**src/rtl/ivc_pkg.sv**
```systemverilog
package ivc_pkg;
    typedef enum logic [1:0] {
        ST_IDLE = 2'd0,
        ST_REQ  = 2'd1,
        ST_HOLD = 2'd2
    } ivc_state_e;
endpackage

```
**src/rtl/irq_flag_bank.sv**
```systemverilog
module irq_flag_bank #(
    parameter int          N         = 8,
    parameter logic [N-1:0] EDGE_MASK = 8'h0F
) (
    input  logic         clk,
    input  logic         rst_n,
    input  logic [N-1:0] src_event,
    input  logic         clr_wr,
    input  logic [N-1:0] clr_data,
    input  logic [N-1:0] take_vec,
    output logic [N-1:0] flags,
    output logic [N-1:0] pending
);
    genvar g;
    generate
        for (g = 0; g < N; g++) begin : g_src
            if (EDGE_MASK[g]) begin : g_edge
                logic flag_q;
                logic clr_hit;
                assign clr_hit = (clr_wr & clr_data[g]) | take_vec[g];
                always_ff @(posedge clk) begin
                    if (!rst_n)
                        flag_q <= 1'b0;
                    else
                        flag_q <= src_event[g] | (flag_q & ~clr_hit);
                end
                assign flags[g]   = flag_q;
                assign pending[g] = flag_q;
            end else begin : g_level
                assign flags[g]   = 1'b0;
                assign pending[g] = src_event[g];
            end
        end
    endgenerate
endmodule

```
**src/rtl/irq_prio_sel.sv**
```systemverilog
module irq_prio_sel #(
    parameter int N     = 8,
    parameter int IDX_W = $clog2(N)
) (
    input  logic [N-1:0]     req,
    output logic             any,
    output logic [IDX_W-1:0] idx
);
    always_comb begin
        any = 1'b0;
        idx = '0;
        for (int i = N - 1; i >= 0; i--) begin
            if (req[i]) begin
                any = 1'b1;
                idx = IDX_W'(i);
            end
        end
    end
endmodule

```
**src/rtl/irq_vec_gen.sv**
```systemverilog
module irq_vec_gen #(
    parameter int               N         = 8,
    parameter int               IDX_W     = $clog2(N),
    parameter int               ADDR_W    = 12,
    parameter logic [ADDR_W-1:0] BOOT_BASE = 12'hC00
) (
    input  logic [IDX_W-1:0]  idx,
    input  logic              sel,
    output logic [ADDR_W-1:0] vec
);
    logic [ADDR_W-1:0] base;
    logic [ADDR_W-1:0] slot;
    always_comb begin
        base = sel ? BOOT_BASE : '0;
        slot = ADDR_W'(idx) + ADDR_W'(1);
        vec  = base + (slot << 1);
    end
endmodule

```
**src/rtl/irq_vector_ctrl.sv**
```systemverilog
module irq_vector_ctrl #(
    parameter int                N         = 8,
    parameter int                ADDR_W    = 12,
    parameter logic [N-1:0]      EDGE_MASK = 8'h0F,
    parameter logic [ADDR_W-1:0] BOOT_BASE = 12'hC00
) (
    input  logic              clk,
    input  logic              rst_n,
    input  logic [N-1:0]      src_event,
    input  logic              src_en_wr,
    input  logic [N-1:0]      src_en_data,
    input  logic              flag_clr_wr,
    input  logic [N-1:0]      flag_clr_data,
    input  logic              gie_set,
    input  logic              gie_clr,
    input  logic              reti,
    input  logic              instr_retire,
    input  logic              vec_sel,
    input  logic              irq_ack,
    output logic              irq_req,
    output logic [ADDR_W-1:0] irq_vec,
    output logic              gie_en,
    output logic [N-1:0]      flags
);
    import ivc_pkg::*;

    localparam int IDX_W = $clog2(N);

    ivc_state_e        state_q, state_d;
    logic [N-1:0]      en_q;
    logic              gie_q;
    logic [IDX_W-1:0]  idx_q;
    logic [ADDR_W-1:0] vec_q;
    logic [N-1:0]      pending;
    logic [N-1:0]      eligible;
    logic              win_any;
    logic [IDX_W-1:0]  win_idx;
    logic [ADDR_W-1:0] win_vec;
    logic              take;
    logic              grant;
    logic [N-1:0]      take_vec;

    irq_flag_bank #(.N(N), .EDGE_MASK(EDGE_MASK)) flag_i (
        .clk      (clk),
        .rst_n    (rst_n),
        .src_event(src_event),
        .clr_wr   (flag_clr_wr),
        .clr_data (flag_clr_data),
        .take_vec (take_vec),
        .flags    (flags),
        .pending  (pending)
    );

    assign eligible = pending & en_q;

    irq_prio_sel #(.N(N), .IDX_W(IDX_W)) prio_i (
        .req(eligible),
        .any(win_any),
        .idx(win_idx)
    );

    irq_vec_gen #(.N(N), .IDX_W(IDX_W), .ADDR_W(ADDR_W), .BOOT_BASE(BOOT_BASE)) vgen_i (
        .idx(win_idx),
        .sel(vec_sel),
        .vec(win_vec)
    );

    // Next-state logic
    always_comb begin
        state_d = state_q;
        grant   = 1'b0;
        take    = 1'b0;
        unique case (state_q)
            ST_IDLE: begin
                if (reti) begin
                    state_d = ST_HOLD;
                end else if (gie_q && !gie_clr && win_any) begin
                    state_d = ST_REQ;
                    grant   = 1'b1;
                end
            end
            ST_REQ: begin
                if (irq_ack) begin
                    state_d = ST_IDLE;
                    take    = 1'b1;
                end else if (reti) begin
                    state_d = ST_HOLD;
                end else if (gie_clr) begin
                    state_d = ST_IDLE;
                end
            end
            ST_HOLD: begin
                if (instr_retire && !reti)
                    state_d = ST_IDLE;
            end
            default: state_d = ST_IDLE;
        endcase
    end

    assign take_vec = take ? (N'(1) << idx_q) : '0;

    // State and datapath registers
    always_ff @(posedge clk) begin
        if (!rst_n) begin
            state_q <= ST_IDLE;
            en_q    <= '0;
            gie_q   <= 1'b0;
            idx_q   <= '0;
            vec_q   <= '0;
        end else begin
            state_q <= state_d;
            if (src_en_wr)
                en_q <= src_en_data;
            if (take || gie_clr)
                gie_q <= 1'b0;
            else if (gie_set || reti)
                gie_q <= 1'b1;
            if (grant) begin
                idx_q <= win_idx;
                vec_q <= win_vec;
            end
        end
    end

    // Outputs
    always_comb begin
        irq_req = (state_q == ST_REQ);
        irq_vec = vec_q;
        gie_en  = gie_q;
    end
endmodule

```
**config.mk**
```make
export PLATFORM = sky130hd
export DESIGN_NAME = irq_vector_ctrl
export DESIGN_NICKNAME = d
export VERILOG_FILES = /design/src/rtl/ivc_pkg.sv /design/src/rtl/irq_flag_bank.sv /design/src/rtl/irq_prio_sel.sv /design/src/rtl/irq_vec_gen.sv /design/src/rtl/irq_vector_ctrl.sv
export SDC_FILE = /design/constraint.sdc
export NUM_CORES = 1
export LEC_CHECK = 0
export ABC_AREA = 1
export CORE_MARGIN = 4
export CORE_UTILIZATION = 41
export DETAILED_ROUTE_END_ITERATION = 10
export PLACE_DENSITY = 0.76
export SLEW_MARGIN = 0
export SYNTH_ARGS = -nofsm -noshare
export SYNTH_HDL_FRONTEND = slang
export SYNTH_SLANG_ARGS = --single-unit
export TNS_END_PERCENT = 100
```
**constraint.sdc**
```tcl
create_clock -name clk -period 2 [get_ports clk]
set_clock_uncertainty 0.05 [all_clocks]
set_input_delay 0.5 -clock clk [delete_from_list [all_inputs] [get_ports clk]]
set_output_delay 0.5 -clock clk [all_outputs]
set_load 0.005 [all_outputs]
```
==> reports/results.tsv, run 1 <==
stage	metric	value	unit
outcome	status	finished, final reports clean	
routing	vias_per_cell	4.83	
yosys	synth_area_leaders	dfxtp_1 38%, buf_4 9.3%, nand2_1 9.0%, nor2_1 8.0%, a21oi_2 5.0%	
placed_design	dpl_cell_area	0.00165	mm^2
clock_network	post-cts-setup-buffer-count	0	
yosys	yosys-top-cells-count	29 x nand2_1, 26 x nor2_1, 23 x dfxtp_1, 15 x buf_4, 12 x inv_1	
global_routing	grt_usage	13.8	%
final_layout	num-nets-final	243	
yosys	synth_area	0.00122	mm^2
placed_design	dp_cells	234	
yosys	synth-seq-cells	23	
yosys	seq_area_frac_synth	37.9	%
clock_network	htreeDepth	1	
clock_network	cts_buffers	3	
routing	highest_layer	met4	
die	die_w	62.5	um
worst_setup_path	critPathKind	flip-flop to primary output	
global_routing	grt.overflow.total	0	
clock_network	postCtsHoldBufs	0	
placed_design	detailedPlace.worstSlack	-101	ps
routing	drtAntennaViolNets	0	
die	initial_utilization	43.4	%
die	ios	56	
worst_setup_path	cp_data_required_time	1450	ps
global_routing	antenna_found_initial	0	
routing	drtIter0Drc	35	
sta	timing.final.crit_share	96.2	%
clock_network	root_buffer	clkbuf_4	
routing	totalWireLength	2670	um
worst_setup_path	cp.arrival	1370	ps
placed_design	port_buffers	41	
final_layout	finalInstanceArea	0.00168	mm^2
power	power_density	552	mW/mm^2
yosys	synthMostInstantiatedCell	nand2_1	
worst_setup_path	reg2reg_from	en_q[7]$_SDFFE_PN0P_	
power	vdd_drop_max	0.338	mV
final_layout	final_cells	238	
die	placement_rows	19	
sta	layout_min_cycle_time	1920	ps
sta	holdWs	425	ps
worst_setup_path	worstReg2RegEnd	irq_vec[3]$_SDFFE_PN0P_	
die	dieArea	0.00390	mm^2
clock_network	cts_buffer_depth	2	
yosys	yosysTopAreaCell	dfxtp_1	
worst_setup_path	endpoint_kind	primary output	
yosys	synth_top_area_share	37.9	%
routing	route.met2.wl	1360	um
sta	fmax	0.520	GHz
sta	report.final.setup_viol	0	
worst_setup_path	reg2regPathDepth	13	
worst_setup_path	worstPathMaxFanout	3	
final_layout	area_delta_synth_final	38.2	%
clock_network	clock_latency	320	ps
sta	final_hold_viol_count	0	
sta	rsz0062_at_grt	no	
clock_network	post_cts_resized	0	
yosys	ys.flop_type	dfxtp_1	
global_routing	grt_pass1_vias	1109	
routing	drt-pass1-iter-count	5	
run	maxCapViolations	0	
global_routing	grt_max_degree	15	
placed_design	hpwl	2210	um
yosys	synth_cell_types	24	
final_layout	drive_gt1_share	17.9	%
yosys	synth_edf_count	0	
placed_design	gp_congestion	0.801	
global_routing	grt_pass1_wl	4500	um
sta	fin_ws	76.8	ps
worst_setup_path	start_kind	flip-flop	
yosys	syn_avg_cell_area	7.55	um^2
yosys	ys_warn_count	0	
final_layout	n_fill_cell	260	
sta	drv_slew	0	
routing	drc	0	
worst_setup_path	r2r_setup_slack	500	ps
final_layout	multi_input_area	613	um^2
final_layout	area.sequential	464	um^2
routing	wl_met3	173	um
final_layout	n_antenna_cell	0	
clock_network	clkTransAtPathRegs	140	ps
clock_network	cts_tree	yes	
routing	met1_length	1120	um
routing	vias	1150	
worst_hold_path	whs_endpoint	idx_q[2]$_SDFFE_PN0P_	
routing	wl_per_cell	11.2	um
clock_network	cts_sinks	23	
die	die_h	62.5	um
worst_hold_path	hold_class	flip-flop to flip-flop	
worst_hold_path	worst_hold_startpoint	idx_q[2]$_SDFFE_PN0P_	
worst_hold_path	whs_path_depth	2	
power	power_leakage	0.705	nW
die	core_area	0.00281	mm^2
yosys	syn_inst	161	
yosys	ys_async_sr_fraction	0	%
report_power, final:
group	total (W)	switching, W	leakage [nW]	internal, W
Sequential	0.000497	0.0000172	0.190	0.000480
Clock	0.000223	0.000146	0.0139	0.0000764
Combinational	0.000208	0.0000917	0.501	0.000117
per-layer routing:
| layer | global-route usage [%] | vias up |
|---|---|---|
| met1 | 15.1 | 516 |
| met5 | 0 | - |
| li1 | - | 594 |
| met2 | 25.6 | 38 |
| met3 | 5.22 | 2 |
| met4 | 2.48 | 0 |
worst max-delay path by stage:
stage,start,to,cells after the start
finish,state_q[0]$_SDFFE_PN0P_,irq_req,3
global route,state_q[0]$_SDFFE_PN0P_,irq_req,3
CTS,state_q[0]$_SDFFE_PN0P_,irq_req,3
detailed placement,src_event[7],irq_vec[3]$_SDFFE_PN0P_,14
global placement,src_event[7],irq_vec[3]$_SDFFE_PN0P_,14
floorplan,src_event[7],irq_vec[3]$_SDFFE_PN0P_,13
area by class of cell:
type,instances,area share [%]
clock buffers,3,1.34
clock inverters,1,0.447
inverters,13,3.35
multi-input cells,117,36.5
flip-flops and latches,23,27.6
well taps,31,2.31
repair buffers,50,28.4
stage by stage:
step / total power, W / setup TNS, ps / util (%)
2_1_floorplan: 0.000622 / 0 / -
3_3_place_gp: 0.000711 / -175 / 58.7
3_5_place_dp: 0.000717 / -202 / 58.7
4_1_cts: 0.000939 / 0 / 59.8
5_1_grt: 0.000982 / 0 / 59.9
6_report: 0.000928 / 0 / 59.9
flip-flops by register name, summed over array words and instances (netlist names):
name                        count
state_q                         2
gie_en                          1
en_q                            8
irq_vec                         5
flag_i.g_src.g_edge.flag_q      4
idx_q                           3
placed cells by master, fill, tap and decap left out:
cell and count:
a31oi_1 4, inv_1 12, clkdlybuf4s50_1 41, a21oi_1 3, nand2_2 8, nand2_1 29, ha_1 1, xor2_1 1
conb_1 10, nand4_1 6, dfxtp_1 22, o21ai_0 8, inv_8 1, nand3_1 4, nand3_4 1, nand2_4 1
buf_4 9, a21oi_2 7, nor4_1 1, nor2_1 26, o21ai_2 3, nor3_4 1, nor3_1 2, dfxtp_4 1
clkinvlp_4 1, nor2_4 1, clkbuf_4 3
critical path, stage by stage, from the launching register on:
cell,delay (ps)
dfxtp_4,380
inv_1,50
nor2_1,110
clkdlybuf4s50_1,520
cells by family (layout without fill, tap and decap cells):
logic type	Yosys count	count (layout)	share of synthesized area, %
buf+inv	30	67	14.5
xor+xnor	1	1	0.720
flops	23	23	37.9
other cells	1	10	0.308
simple gates	80	80	31.8
fa+ha+maj	1	1	1.03
compound gates	25	25	13.8
Note: power is estimated with default switching activity, not from simulation.
==> inputs of run 2 (changes only) <==
TNS_END_PERCENT = default   (was 100)
==> results of run 2 <==
Final layout, timing and power as in run 1 (identical DEF).
==> inputs of run 3 (changes only) <==
CORE_UTILIZATION = 37   (was 41)
PLACE_DENSITY = 0.72   (was 0.76)
clock period = 1.6 ns   (was 2 ns; I/O delays follow)
==> reports/results.tsv, run 3 (synthesis results as in run 1) <==
stage	metric	value	unit
die	ios	56	
worst_setup_path	cp_cell_sequence	clkdlybuf4s50_1 -> nand2_2 -> nand2_1 -> nand2_1 -> nand2_1 -> nand2_1 -> nand2_2 -> buf_4 -> buf_4 -> buf_4 -> nand3_1 -> a21oi_2	
global_routing	grt_pass1_wl	4620	um
power	vdd_drop_max	0.505	mV
routing	vias	1204	
die	core_area	0.00310	mm^2
worst_hold_path	hold_class	flip-flop to flip-flop	
worst_setup_path	cp.arrival	1710	ps
die	placement_rows	20	
clock_network	cts_tree	yes	
final_layout	top_register	en_q	
clock_network	cts_buffers	3	
clock_network	htreeDepth	1	
sta	layout_min_cycle_time	1540	ps
sta	drv_slew	0	
sta	fmax	0.651	GHz
power	power_frac_clock	22.7	%
power	swShare	27.2	%
worst_setup_path	worstPathMaxFanout	4	
routing	vias_per_cell	4.48	
placed_design	hpwl	2090	um
power	power_leakage	0.858	nW
final_layout	num-nets-final	261	
power	intPower	0.000873	W
global_routing	grt_max_degree	13	
run	maxCapViolations	0	
sta	final_hold_viol_count	0	
worst_setup_path	cp_data_required_time	1770	ps
power	power_frac_seq	51.6	%
outcome	status	finished, final reports clean	
final_layout	mostFrequentLayoutCells	27 x clkdlybuf4s50_1, 27 x buf_4, 25 x nor2_1	
worst_setup_path	start_kind	input port	
worst_setup_path	critPathKind	input port to flip-flop	
final_layout	largest_register_ffs	8	
worst_setup_path	cp_top_family	buffers and inverters	
global_routing	grt.overflow.total	0	
final_layout	drive_gt1_share	32.9	%
die	die_w	65.3	um
worst_setup_path	crit_top_cell	nand2_1	
power	power_density	645	mW/mm^2
placed_design	gp_congestion	0.791	
clock_network	cts_buffer_depth	2	
routing	drt-pass1-iter-count	4	
routing	totalWireLength	2840	um
final_layout	final_core_util	60.0	%
final_layout	n_fill_cell	309	
clock_network	postCtsHoldBufs	0	
final_layout	multi_input_area	651	um^2
die	dieArea	0.00427	mm^2
global_routing	antenna_found_initial	0	
routing	drtAntennaViolNets	0	
placed_design	port_buffers	41	
routing	wl_per_cell	10.6	um
power	p_sw	0.000327	W
power	combPwrFrac	25.7	%
die	initial_utilization	39.2	%
sta	fin_ws	63.1	ps
final_layout	area_delta_synth_final	53.1	%
global_routing	grt_pass1_vias	1094	
clock_network	clkTransAtPathRegs	130	ps
clock_network	cts_sinks	23	
die	die_h	65.3	um
worst_setup_path	cp_slowest_cell	clkdlybuf4s50_1	
clock_network	root_buffer	clkbuf_4	
worst_setup_path	critical_path_buf_inv_count	4	
routing	drc	0	
worst_setup_path	cpPeakStageDelay	420	ps
final_layout	n_antenna_cell	0	
sta	timing.final.crit_share	96.1	%
clock_network	clock_latency	320	ps
final_layout	area.sequential	474	um^2
sta	report.final.setup_viol	0	
routing	drtIter0Drc	31	
placed_design	detailedPlace.worstSlack	-407	ps
worst_setup_path	endpoint_kind	flip-flop	
global_routing	grt_usage	13.9	%
-- run 3: timing repair --
| item | in CTS | in global routing |
|---|---|---|
| setup buffers | 12 | 0 |
| pin swaps | 7 | 1 |
| resized for setup | 27 | 9 |
| gates cloned | 0 | 0 |
| endpoints found under the hold margin | 0 | 0 |
| endpoints found under the setup margin | 14 | 4 |
-- run 3: final timing paths --
kind | start | end | slack, ps | cells past startpoint
hold reg to reg | idx_q[2]$_SDFFE_PN0P_ | idx_q[2]$_SDFFE_PN0P_ | 420 | 2
setup / recovery | src_event[5] | irq_vec[4]$_SDFFE_PN0P_ | 60 | 12
setup reg to reg | en_q[7]$_SDFFE_PN0P_ | irq_vec[4]$_SDFFE_PN0P_ | 160 | 13
hold / removal | idx_q[2]$_SDFFE_PN0P_ | idx_q[2]$_SDFFE_PN0P_ | 420 | 2
-- run 3: power groups by stage --
stage               clock [W]  sequential, W  combinational [W]
floorplan                   0       0.000631           0.000147
detailed placement          0       0.000632           0.000269
global route         0.000306       0.000623           0.000340
CTS                  0.000281       0.000618           0.000300
finish               0.000272       0.000619           0.000308
global placement            0       0.000632           0.000267
-- run 3: final cells by class --
cell class,instances,area share [%]
Sequential cell,23,25.5
Multi-Input combinational cell,117,34.9
Inverter,13,3.02
Timing Repair Buffer,68,32.2
Tap cell,44,2.96
Clock buffer,4,1.41
-- run 3: worst min-delay path, cell delays in order (launching register included) --
cell and delay (ps):
dfxtp_1 330, nand2_1 60, a21oi_1 50
-- run 3: layer usage --
| metal | GRT usage [%] | share of wire (%) | vias up | wire, um |
|---|---|---|---|---|
| met5 | 0 | 0 | - | 0 |
| met4 | 4.66 | 1.5 | 0 | 43 |
| met3 | 4.62 | 7.6 | 4 | 216 |
| met2 | 23.3 | 48 | 35 | 1370 |
| met1 | 16.5 | 43 | 540 | 1220 |
| li1 | - | - | 625 | - |
-- run 3: metrics by stage --
step	hold WS, ps	total power (W)	area, um^2	instances	TNS [ps]
global placement	401	0.000899	1710	253	-2120
floorplan	391	0.000778	1250	170	0
global route	448	0.00127	1860	269	-16.4
CTS	429	0.00120	1840	269	0
finish	424	0.00120	1860	269	0
detailed placement	412	0.000901	1710	253	-2250
